[config.mk]
export PLATFORM = sky130hd
export DESIGN_NAME = rn_rename_core
export DESIGN_NICKNAME = d
export VERILOG_FILES = /design/src/rtl/rn_pkg.sv /design/src/rtl/rn_map_table.sv /design/src/rtl/rn_free_list.sv /design/src/rtl/rn_scoreboard.sv /design/src/rtl/rn_rename_core.sv
export SDC_FILE = /design/constraint.sdc
export NUM_CORES = 1
export LEC_CHECK = 0
export BUFFER_PORTS_ARGS = -buffer_cell sky130_fd_sc_hd__buf_2
export CORE_MARGIN = 1.5
export CORE_UTILIZATION = 45
export CTS_CLUSTER_SIZE = 12
export DETAILED_ROUTE_END_ITERATION = 8
export PLACE_DENSITY = 0.71
export SKIP_LAST_GASP = 1
export SLEW_MARGIN = 20
export SYNTH_ARGS = -nofsm -noshare
export SYNTH_HDL_FRONTEND = slang
export SYNTH_SLANG_ARGS = --single-unit
[constraint.sdc]
create_clock -name clk_i -period 5.1 [get_ports clk_i]
set_clock_uncertainty 0.1 [all_clocks]
set_input_delay 0.255 -clock clk_i [delete_from_list [all_inputs] [get_ports clk_i]]
set_output_delay 0.255 -clock clk_i [all_outputs]
set_load 0.01 [all_outputs]
[src/rtl/rn_pkg.sv]
package rn_pkg;
  // fold split int/fp tag space into one contiguous map index
  function automatic int unsigned flat_idx(input int unsigned tag, input int unsigned fp_base,
                                           input int unsigned n_int);
    return (tag < fp_base) ? tag : tag - fp_base + n_int;
  endfunction
endpackage

[src/rtl/rn_map_table.sv]
module rn_map_table #(
  parameter int N_ARCH = 16,
  parameter int AW     = 4,
  parameter int PW     = 5,
  parameter int N_RD   = 2,
  parameter int N_WR   = 2
) (
  input  logic                      clk_i,
  input  logic                      rst_ni,
  input  logic [N_RD-1:0][AW-1:0]   rd_idx_i,
  output logic [N_RD-1:0][PW-1:0]   rd_phys_o,
  input  logic [N_WR-1:0]           wr_en_i,
  input  logic [N_WR-1:0][AW-1:0]   wr_idx_i,
  input  logic [N_WR-1:0][PW-1:0]   wr_phys_i,
  output logic [N_WR-1:0][PW-1:0]   wr_old_o,
  input  logic                      rs_en_i,
  input  logic [AW-1:0]             rs_idx_i,
  input  logic [PW-1:0]             rs_phys_i
);
  logic [N_ARCH-1:0][PW-1:0] map_q;

  for (genvar r = 0; r < N_RD; r++) begin : g_rd
    assign rd_phys_o[r] = map_q[rd_idx_i[r]];
  end

  // previous mapping, chained through earlier slots of the same request
  always_comb begin
    for (int j = 0; j < N_WR; j++) begin
      wr_old_o[j] = map_q[wr_idx_i[j]];
      for (int k = 0; k < j; k++) begin
        if (wr_en_i[k] && (wr_idx_i[k] == wr_idx_i[j])) wr_old_o[j] = wr_phys_i[k];
      end
    end
  end

  always_ff @(posedge clk_i or negedge rst_ni) begin
    if (!rst_ni) begin
      for (int i = 0; i < N_ARCH; i++) map_q[i] <= PW'(i);
    end else begin
      for (int j = 0; j < N_WR; j++) begin
        if (wr_en_i[j]) map_q[wr_idx_i[j]] <= wr_phys_i[j];
      end
      if (rs_en_i) map_q[rs_idx_i] <= rs_phys_i;
    end
  end
endmodule

[src/rtl/rn_free_list.sv]
module rn_free_list #(
  parameter int DEPTH  = 28,
  parameter int N_INIT = 16,
  parameter int N_POP  = 2,
  parameter int PW     = 5,
  parameter int CW     = 5
) (
  input  logic                     clk_i,
  input  logic                     rst_ni,
  input  logic [CW-1:0]            pop_n_i,
  output logic [N_POP-1:0][PW-1:0] pop_data_o,
  input  logic                     push_i,
  input  logic [PW-1:0]            push_data_i,
  output logic [CW-1:0]            cnt_o
);
  localparam int PTR_W  = (DEPTH > 1) ? $clog2(DEPTH) : 1;
  localparam int N_FREE = DEPTH - N_INIT;

  logic [DEPTH-1:0][PW-1:0] mem_q;
  logic [PTR_W-1:0]         head_q, tail_q;
  logic [CW-1:0]            cnt_q;

  function automatic logic [PTR_W-1:0] adv(input logic [PTR_W-1:0] p, input int unsigned n);
    int unsigned s;
    s = 32'(p) + n;
    if (s >= DEPTH) s = s - DEPTH;
    return PTR_W'(s);
  endfunction

  for (genvar i = 0; i < N_POP; i++) begin : g_pop
    assign pop_data_o[i] = mem_q[adv(head_q, i)];
  end

  assign cnt_o = cnt_q;

  always_ff @(posedge clk_i or negedge rst_ni) begin
    if (!rst_ni) begin
      for (int i = 0; i < DEPTH; i++) mem_q[i] <= (i < N_FREE) ? PW'(i + N_INIT) : '0;
      head_q <= '0;
      tail_q <= PTR_W'(N_FREE % DEPTH);
      cnt_q  <= CW'(N_FREE);
    end else begin
      head_q <= adv(head_q, 32'(pop_n_i));
      if (push_i) begin
        mem_q[tail_q] <= push_data_i;
        tail_q        <= adv(tail_q, 1);
      end
      cnt_q <= cnt_q - pop_n_i + CW'(push_i);
    end
  end
endmodule

[src/rtl/rn_scoreboard.sv]
module rn_scoreboard #(
  parameter int N_PHYS = 28,
  parameter int PW     = 5,
  parameter int N_RD   = 2,
  parameter int N_SET  = 2,
  parameter int N_CLR  = 2
) (
  input  logic                     clk_i,
  input  logic                     rst_ni,
  input  logic [N_RD-1:0][PW-1:0]  rd_idx_i,
  output logic [N_RD-1:0]          rd_o,
  input  logic [N_SET-1:0]         set_en_i,
  input  logic [N_SET-1:0][PW-1:0] set_idx_i,
  input  logic [N_CLR-1:0]         clr_en_i,
  input  logic [N_CLR-1:0][PW-1:0] clr_idx_i
);
  logic [N_PHYS-1:0] rdy_q, rdy_d;

  for (genvar r = 0; r < N_RD; r++) begin : g_rd
    assign rd_o[r] = rdy_q[rd_idx_i[r]];
  end

  // clears from allocation win over sets
  always_comb begin
    rdy_d = rdy_q;
    for (int s = 0; s < N_SET; s++) if (set_en_i[s]) rdy_d[set_idx_i[s]] = 1'b1;
    for (int c = 0; c < N_CLR; c++) if (clr_en_i[c]) rdy_d[clr_idx_i[c]] = 1'b0;
  end

  always_ff @(posedge clk_i or negedge rst_ni) begin
    if (!rst_ni) rdy_q <= '1;
    else         rdy_q <= rdy_d;
  end
endmodule

[src/rtl/rn_rename_core.sv]
module rn_rename_core
  import rn_pkg::*;
#(
  parameter int N_INT_ARCH = 8,
  parameter int N_FP_ARCH  = 8,
  parameter int FP_BASE    = 32,
  parameter int N_INT_PHYS = 12,
  parameter int N_FP_PHYS  = 12,
  parameter int N_SPEC     = 4,
  parameter int N_SRC      = 2,
  parameter int N_DST      = 2,
  localparam int N_ARCH    = N_INT_ARCH + N_FP_ARCH,
  localparam int TAG_W     = $clog2(FP_BASE + N_FP_ARCH),
  localparam int POOL      = N_INT_PHYS + N_FP_PHYS,
  localparam int N_PHYS    = POOL + N_SPEC,
  localparam int PW        = $clog2(N_PHYS)
) (
  input  logic                        clk_i,
  input  logic                        rst_ni,
  input  logic                        req_vld_i,
  input  logic [N_SRC-1:0][TAG_W-1:0] req_src_i,
  input  logic [N_DST-1:0]            req_dst_vld_i,
  input  logic [N_DST-1:0][TAG_W-1:0] req_dst_i,
  output logic                        stall_o,
  input  logic                        rcv_map_vld_i,
  input  logic [TAG_W-1:0]            rcv_map_tag_i,
  input  logic [PW-1:0]               rcv_map_phys_i,
  input  logic                        rcv_free_vld_i,
  input  logic [PW-1:0]               rcv_free_phys_i,
  input  logic                        wb_vld_i,
  input  logic [PW-1:0]               wb_phys_i,
  output logic                        res_vld_o,
  output logic [N_SRC-1:0][PW-1:0]    res_src_phys_o,
  output logic [N_SRC-1:0]            res_src_rdy_o,
  output logic [N_DST-1:0]            res_dst_vld_o,
  output logic [N_DST-1:0][PW-1:0]    res_dst_new_o,
  output logic [N_DST-1:0][PW-1:0]    res_dst_old_o
);
  localparam int AW  = $clog2(N_ARCH);
  localparam int CW  = $clog2(N_PHYS + 1);
  localparam int OFW = (N_DST > 1) ? $clog2(N_DST) : 1;

  logic [N_SRC-1:0][AW-1:0] src_fl;
  logic [N_DST-1:0][AW-1:0] dst_fl;
  logic [AW-1:0]            rs_fl;
  logic [N_SRC-1:0][PW-1:0] src_phys;
  logic [N_SRC-1:0]         src_rdy;
  logic [N_DST-1:0][PW-1:0] pop_data, dst_new, dst_old;
  logic [N_DST-1:0]         dst_en;
  logic [CW-1:0]            free_cnt, need_cnt, pop_n;
  logic                     acc;
  logic                     free_special;

  always_comb begin
    for (int s = 0; s < N_SRC; s++)
      src_fl[s] = AW'(flat_idx(32'(req_src_i[s]), FP_BASE, N_INT_ARCH));
    for (int j = 0; j < N_DST; j++)
      dst_fl[j] = AW'(flat_idx(32'(req_dst_i[j]), FP_BASE, N_INT_ARCH));
    rs_fl = AW'(flat_idx(32'(rcv_map_tag_i), FP_BASE, N_INT_ARCH));
  end

  always_comb begin
    need_cnt = '0;
    for (int j = 0; j < N_DST; j++) need_cnt = need_cnt + CW'(req_dst_vld_i[j]);
  end

  // valid slots take consecutive free-list heads in slot order
  always_comb begin
    logic [OFW-1:0] run;
    run = '0;
    for (int j = 0; j < N_DST; j++) begin
      dst_new[j] = pop_data[run];
      if (req_dst_vld_i[j]) run = run + OFW'(1);
    end
  end

  assign stall_o      = req_vld_i & (rcv_map_vld_i | (free_cnt < need_cnt));
  assign acc          = req_vld_i & ~stall_o;
  assign dst_en       = req_dst_vld_i & {N_DST{acc}};
  assign pop_n        = acc ? need_cnt : '0;
  assign free_special = rcv_free_vld_i & (32'(rcv_free_phys_i) >= POOL);

  rn_map_table #(
    .N_ARCH(N_ARCH), .AW(AW), .PW(PW), .N_RD(N_SRC), .N_WR(N_DST)
  ) u_map (
    .clk_i     (clk_i),
    .rst_ni    (rst_ni),
    .rd_idx_i  (src_fl),
    .rd_phys_o (src_phys),
    .wr_en_i   (dst_en),
    .wr_idx_i  (dst_fl),
    .wr_phys_i (dst_new),
    .wr_old_o  (dst_old),
    .rs_en_i   (rcv_map_vld_i),
    .rs_idx_i  (rs_fl),
    .rs_phys_i (rcv_map_phys_i)
  );

  rn_free_list #(
    .DEPTH(N_PHYS), .N_INIT(N_ARCH), .N_POP(N_DST), .PW(PW), .CW(CW)
  ) u_fl (
    .clk_i       (clk_i),
    .rst_ni      (rst_ni),
    .pop_n_i     (pop_n),
    .pop_data_o  (pop_data),
    .push_i      (rcv_free_vld_i),
    .push_data_i (rcv_free_phys_i),
    .cnt_o       (free_cnt)
  );

  rn_scoreboard #(
    .N_PHYS(N_PHYS), .PW(PW), .N_RD(N_SRC), .N_SET(2), .N_CLR(N_DST)
  ) u_sb (
    .clk_i     (clk_i),
    .rst_ni    (rst_ni),
    .rd_idx_i  (src_phys),
    .rd_o      (src_rdy),
    .set_en_i  ({free_special, wb_vld_i}),
    .set_idx_i ({rcv_free_phys_i, wb_phys_i}),
    .clr_en_i  (dst_en),
    .clr_idx_i (dst_new)
  );

  always_ff @(posedge clk_i or negedge rst_ni) begin
    if (!rst_ni) begin
      res_vld_o      <= 1'b0;
      res_src_phys_o <= '0;
      res_src_rdy_o  <= '0;
      res_dst_vld_o  <= '0;
      res_dst_new_o  <= '0;
      res_dst_old_o  <= '0;
    end else begin
      res_vld_o <= acc;
      if (acc) begin
        res_src_phys_o <= src_phys;
        res_src_rdy_o  <= src_rdy;
        res_dst_vld_o  <= req_dst_vld_i;
        res_dst_new_o  <= dst_new;
        res_dst_old_o  <= dst_old;
      end
    end
  end
endmodule

==> reports/results.md <==
| Quantity | This run | Unit |
|---|---|---|
| Result of the run | completed | - |
| Die width | 214 | um |
| Netlist area before placement | 20030 | sq um |
| Area contributors post-synth | sky130_fd_sc_hd__dfrtp_1 25%, sky130_fd_sc_hd__mux4_2 19%, sky130_fd_sc_hd__dfstp_2 13% | - |
| Detailed-route wire length | 61620 | um |
| Share of the synthesized area in the top cell type | 25.23 | % |
| Via count | 15930 | - |
| Wire length of the first global-routing pass | 95620 | um |
| Flip-flop and latch count after synthesis | 298 | - |
| Via density | 6.551 | - |
| Vias in the first global route | 15960 | - |
| WL per Instance | 25.35 | um |
| Power Internal | 0.009121 | W |
| Highest-count cells in the layout ignoring fill and taps | 240 x sky130_fd_sc_hd__nand2_1, 202 x sky130_fd_sc_hd__mux2_2, 201 x sky130_fd_sc_hd__dfrtp_1 | - |
| Top cell type by total area after synthesis | sky130_fd_sc_hd__dfrtp_1 | - |
| Synthesized net count | 1845 | - |
| # Post-CTS Setup Buffers | 0 | - |
| Mean post-synth cell area | 11.33 | sq um |
| Total leakage power | 9.107 | nW |
| Storage element area | 7581 | sq um |
| Primary FF master, synth | sky130_fd_sc_hd__dfrtp_1 | - |
| Minimum setup slack among reg-to-reg paths | 350 | ps |
| Total GRT Usage | 27.03 | % |
| Final setup TNS | 0 | ps |
| Starting utilization of the core area | 45.50 | % |
| PD cells | 725.0 | nW/um^2 |
| Area of the multi-input gates | 11860 | sq um |
| Synth Instances | 1769 | - |
| Share of total power in combinational logic | 53.1 | % |
| Final setup vio count | 0 | - |
| Sw Share | 43.57 | % |
| CTS tree | yes | - |
| Worst EP arrival | 5090 | ps |
| Part of the Yosys area used for sequential elements | 37.82 | % |
| Commonest non-fill, non-tap cell in the layout | sky130_fd_sc_hd__nand2_1 | - |
| Overall die height | 214 | um |
| Number of enable flip-flop cells after synthesis | 0 | - |
| Drc violations | 0 | - |
| Number of H-tree levels | 2 | - |
| Core footprint | 44030 | sq um |
| Time the final worst path needs with I/O delays and setup | 4746 | ps |
| Critical path class | register to register | - |
| Type of origin of the critical path | register | - |
| Clock power frac | 16.7 | % |
| Remaining max-slew budget at the tightest pin | 25.16 | % |
| Switch Pwr | 0.007042 | W |
| Number of clock sinks | 298 | - |
| Grt total ovfl | 0 | - |
| Synthesis Warnings | 0 | - |
| Sequential power share | 30.3 | % |
| Kind of end point of the critical path | register | - |
| Final hold vios | 0 | - |
| Initial antenna violation count | 3 | - |
| Placed wire-length estimate | 42150 | um |
| Fraction of synthesis flops using an asynchronous set or reset pin | 100.0 | % |
| Path category of the worst min-delay check | primary input to register | - |
| Largest fanout on the critical path | 21 | - |
| Transition time of the tightest slew-check pin | 1114 | ps |
| Die outline area | 45800 | sq um |
| Slew Viols, Final | 0 | - |
| Reg clk slew, reported paths | 60 | ps |
| Number of CTS-inserted buffers | 37 | - |
| Root buffer selected by CTS | sky130_fd_sc_hd__clkbuf_16 | - |
| Cell Rows | 77 | - |
| Post-synthesis to final-layout area growth | 11.29 | % |
| Utilization after layout | 50.64 | % |
| Data required time of the worst path | 5450 | ps |
| Number of antenna-violating nets in the routed design | 0 | - |
| Worst supply voltage drop on vdd | 0.4269 | mV |
| Length of the first detailed-routing pass in iterations | 6 | - |
| Initial drt markers | 2107 | - |
| Yosys cell types | 78 | - |
| Clock network latency to the later pin of the worst-skew pair | 590 | ps |
| Clock Tree Buf Depth | 3 | - |
| Count of boundary I/O pins | 89 | - |
| Global placement routability congestion | 0.9726 | - |
| Pin count of the biggest net entering global routing | 131 | - |
| Unrepaired setup endpoints after global routing | false | - |
| Total Nets Final | 1885 | - |
| Final worst path period share | 93.06 | % |
| Port-buffer cells | 83 | - |
| Timing-limited maximum frequency | 210.7 | MHz |
| Max-capacitance violation count | 0 | - |
| Fraction of final layout cells with drive strength greater than 1 | 36.69 | % |
| Number of fillers in the final layout | 3784 | - |
[logic make-up (layout without fill, tap and decap cells)]
| logic type | Yosys count | after routing | synth area share (%) |
|---|---|---|---|
| compound gates | 367 | 367 | 11.87 |
| fa+ha+maj | 23 | 23 | 1.511 |
| mux | 440 | 440 | 33.82 |
| simple gates | 463 | 463 | 10.32 |
| buf+inv | 151 | 219 | 3.347 |
| other cells | 0 | 2 | 0 |
| xor+xnor | 27 | 27 | 1.312 |
| flops | 298 | 298 | 37.82 |
[state kept, by name, summed over array words and instances, names as in the netlist]
signal          cells
res_dst_old_o      10
res_src_rdy_o       2
res_src_phys_o     10
u_fl.tail_q         5
u_fl.mem_q        140
u_fl.cnt_o          5
u_fl.head_q         5
u_map.map_q        80
res_dst_vld_o       2
res_vld_o           1
res_dst_new_o      10
u_sb.rdy_q         28
[critical path: stages (launching register included)]
cell,delay (ps)
sky130_fd_sc_hd__dfrtp_4,500
sky130_fd_sc_hd__ha_1,330
sky130_fd_sc_hd__xor2_2,370
sky130_fd_sc_hd__ha_1,420
sky130_fd_sc_hd__inv_1,80
sky130_fd_sc_hd__o21ai_1,290
sky130_fd_sc_hd__a311oi_4,180
sky130_fd_sc_hd__nand2_2,310
sky130_fd_sc_hd__mux4_2,570
sky130_fd_sc_hd__or2_1,240
sky130_fd_sc_hd__a31oi_2,170
sky130_fd_sc_hd__buf_4,350
sky130_fd_sc_hd__nor4b_4,540
sky130_fd_sc_hd__a221oi_1,160
[final cells by class]
class	instances	share of cell area (%)
multi-input combinational	1320	53.18
sequential	298	34.00
clock buffer	52	4.675
tap	592	3.322
timing repair buffer	119	3.311
clock inverter	15	0.9260
inverter	33	0.5556
antenna	2	0.02245
[cell usage after synthesis (all sizes together) (53+ instances only)]
cell	n
nand2	241
mux2	203
dfrtp	202
mux4	169
o21ai	136
nor2	97
dfstp	96
a21oi	75
mux2i	68
clkbuf	65
buf	53
[through the flow]
stage                     power [W]  setup WS (ps)  hold slack [ps]  std cells  area [sq um]
final                       0.01616          354.0            41.62       2431         22300
after global placement      0.01297          531.4            230.8       2355         20970
after CTS                   0.01601          381.2            8.046       2429         22290
after global routing        0.01698          37.67            35.76       2430         22290
after detailed placement    0.01326          439.1            228.7       2355         20970
after floorplan             0.01056          997.8           -140.6       1769         20030
[timing repair]
action,4_1_cts,5_1_grt
hold buffers,7,0
hold endpoints to repair,65,0
resized for setup,0,0
[power by group through the flow]
stage	sequential, W	clock [W]	combinational (W)
3_5_place_dp	0.00484	0	0.00842
2_1_floorplan	0.00439	0	0.00616
3_3_place_gp	0.00472	0	0.00825
4_1_cts	0.00481	0.00273	0.00847
5_1_grt	0.00501	0.00283	0.00914
6_report	0.00489	0.00269	0.00858
[routing by layer]
metal  up-vias  wire [um]  GRT usage (%)
met5         -         12              0
met4         2       3363          14.11
met3       225       6715          6.681
met2      1004      28040          41.53
met1      7912      23490          35.52
li1       6783          -              -
[worst paths after layout]
| kind | start | to | depth (start not counted) |
|---|---|---|---|
| max | u_fl.head_q[0] | u_sb.rdy_q[20] | 13 |
| min | rcv_map_phys_i[3] | u_map.map_q[53] | 3 |
| max reg2reg | u_fl.head_q[0] | u_sb.rdy_q[20] | 13 |
| min reg2reg | res_src_phys_o[2] | res_src_phys_o[2] | 2 |
| max in group asynchronous | rst_ni | u_fl.mem_q[57] | 3 |
| min in group asynchronous | rst_ni | u_map.map_q[41] | 2 |
Note: power is estimated with default switching activity, not from simulation.
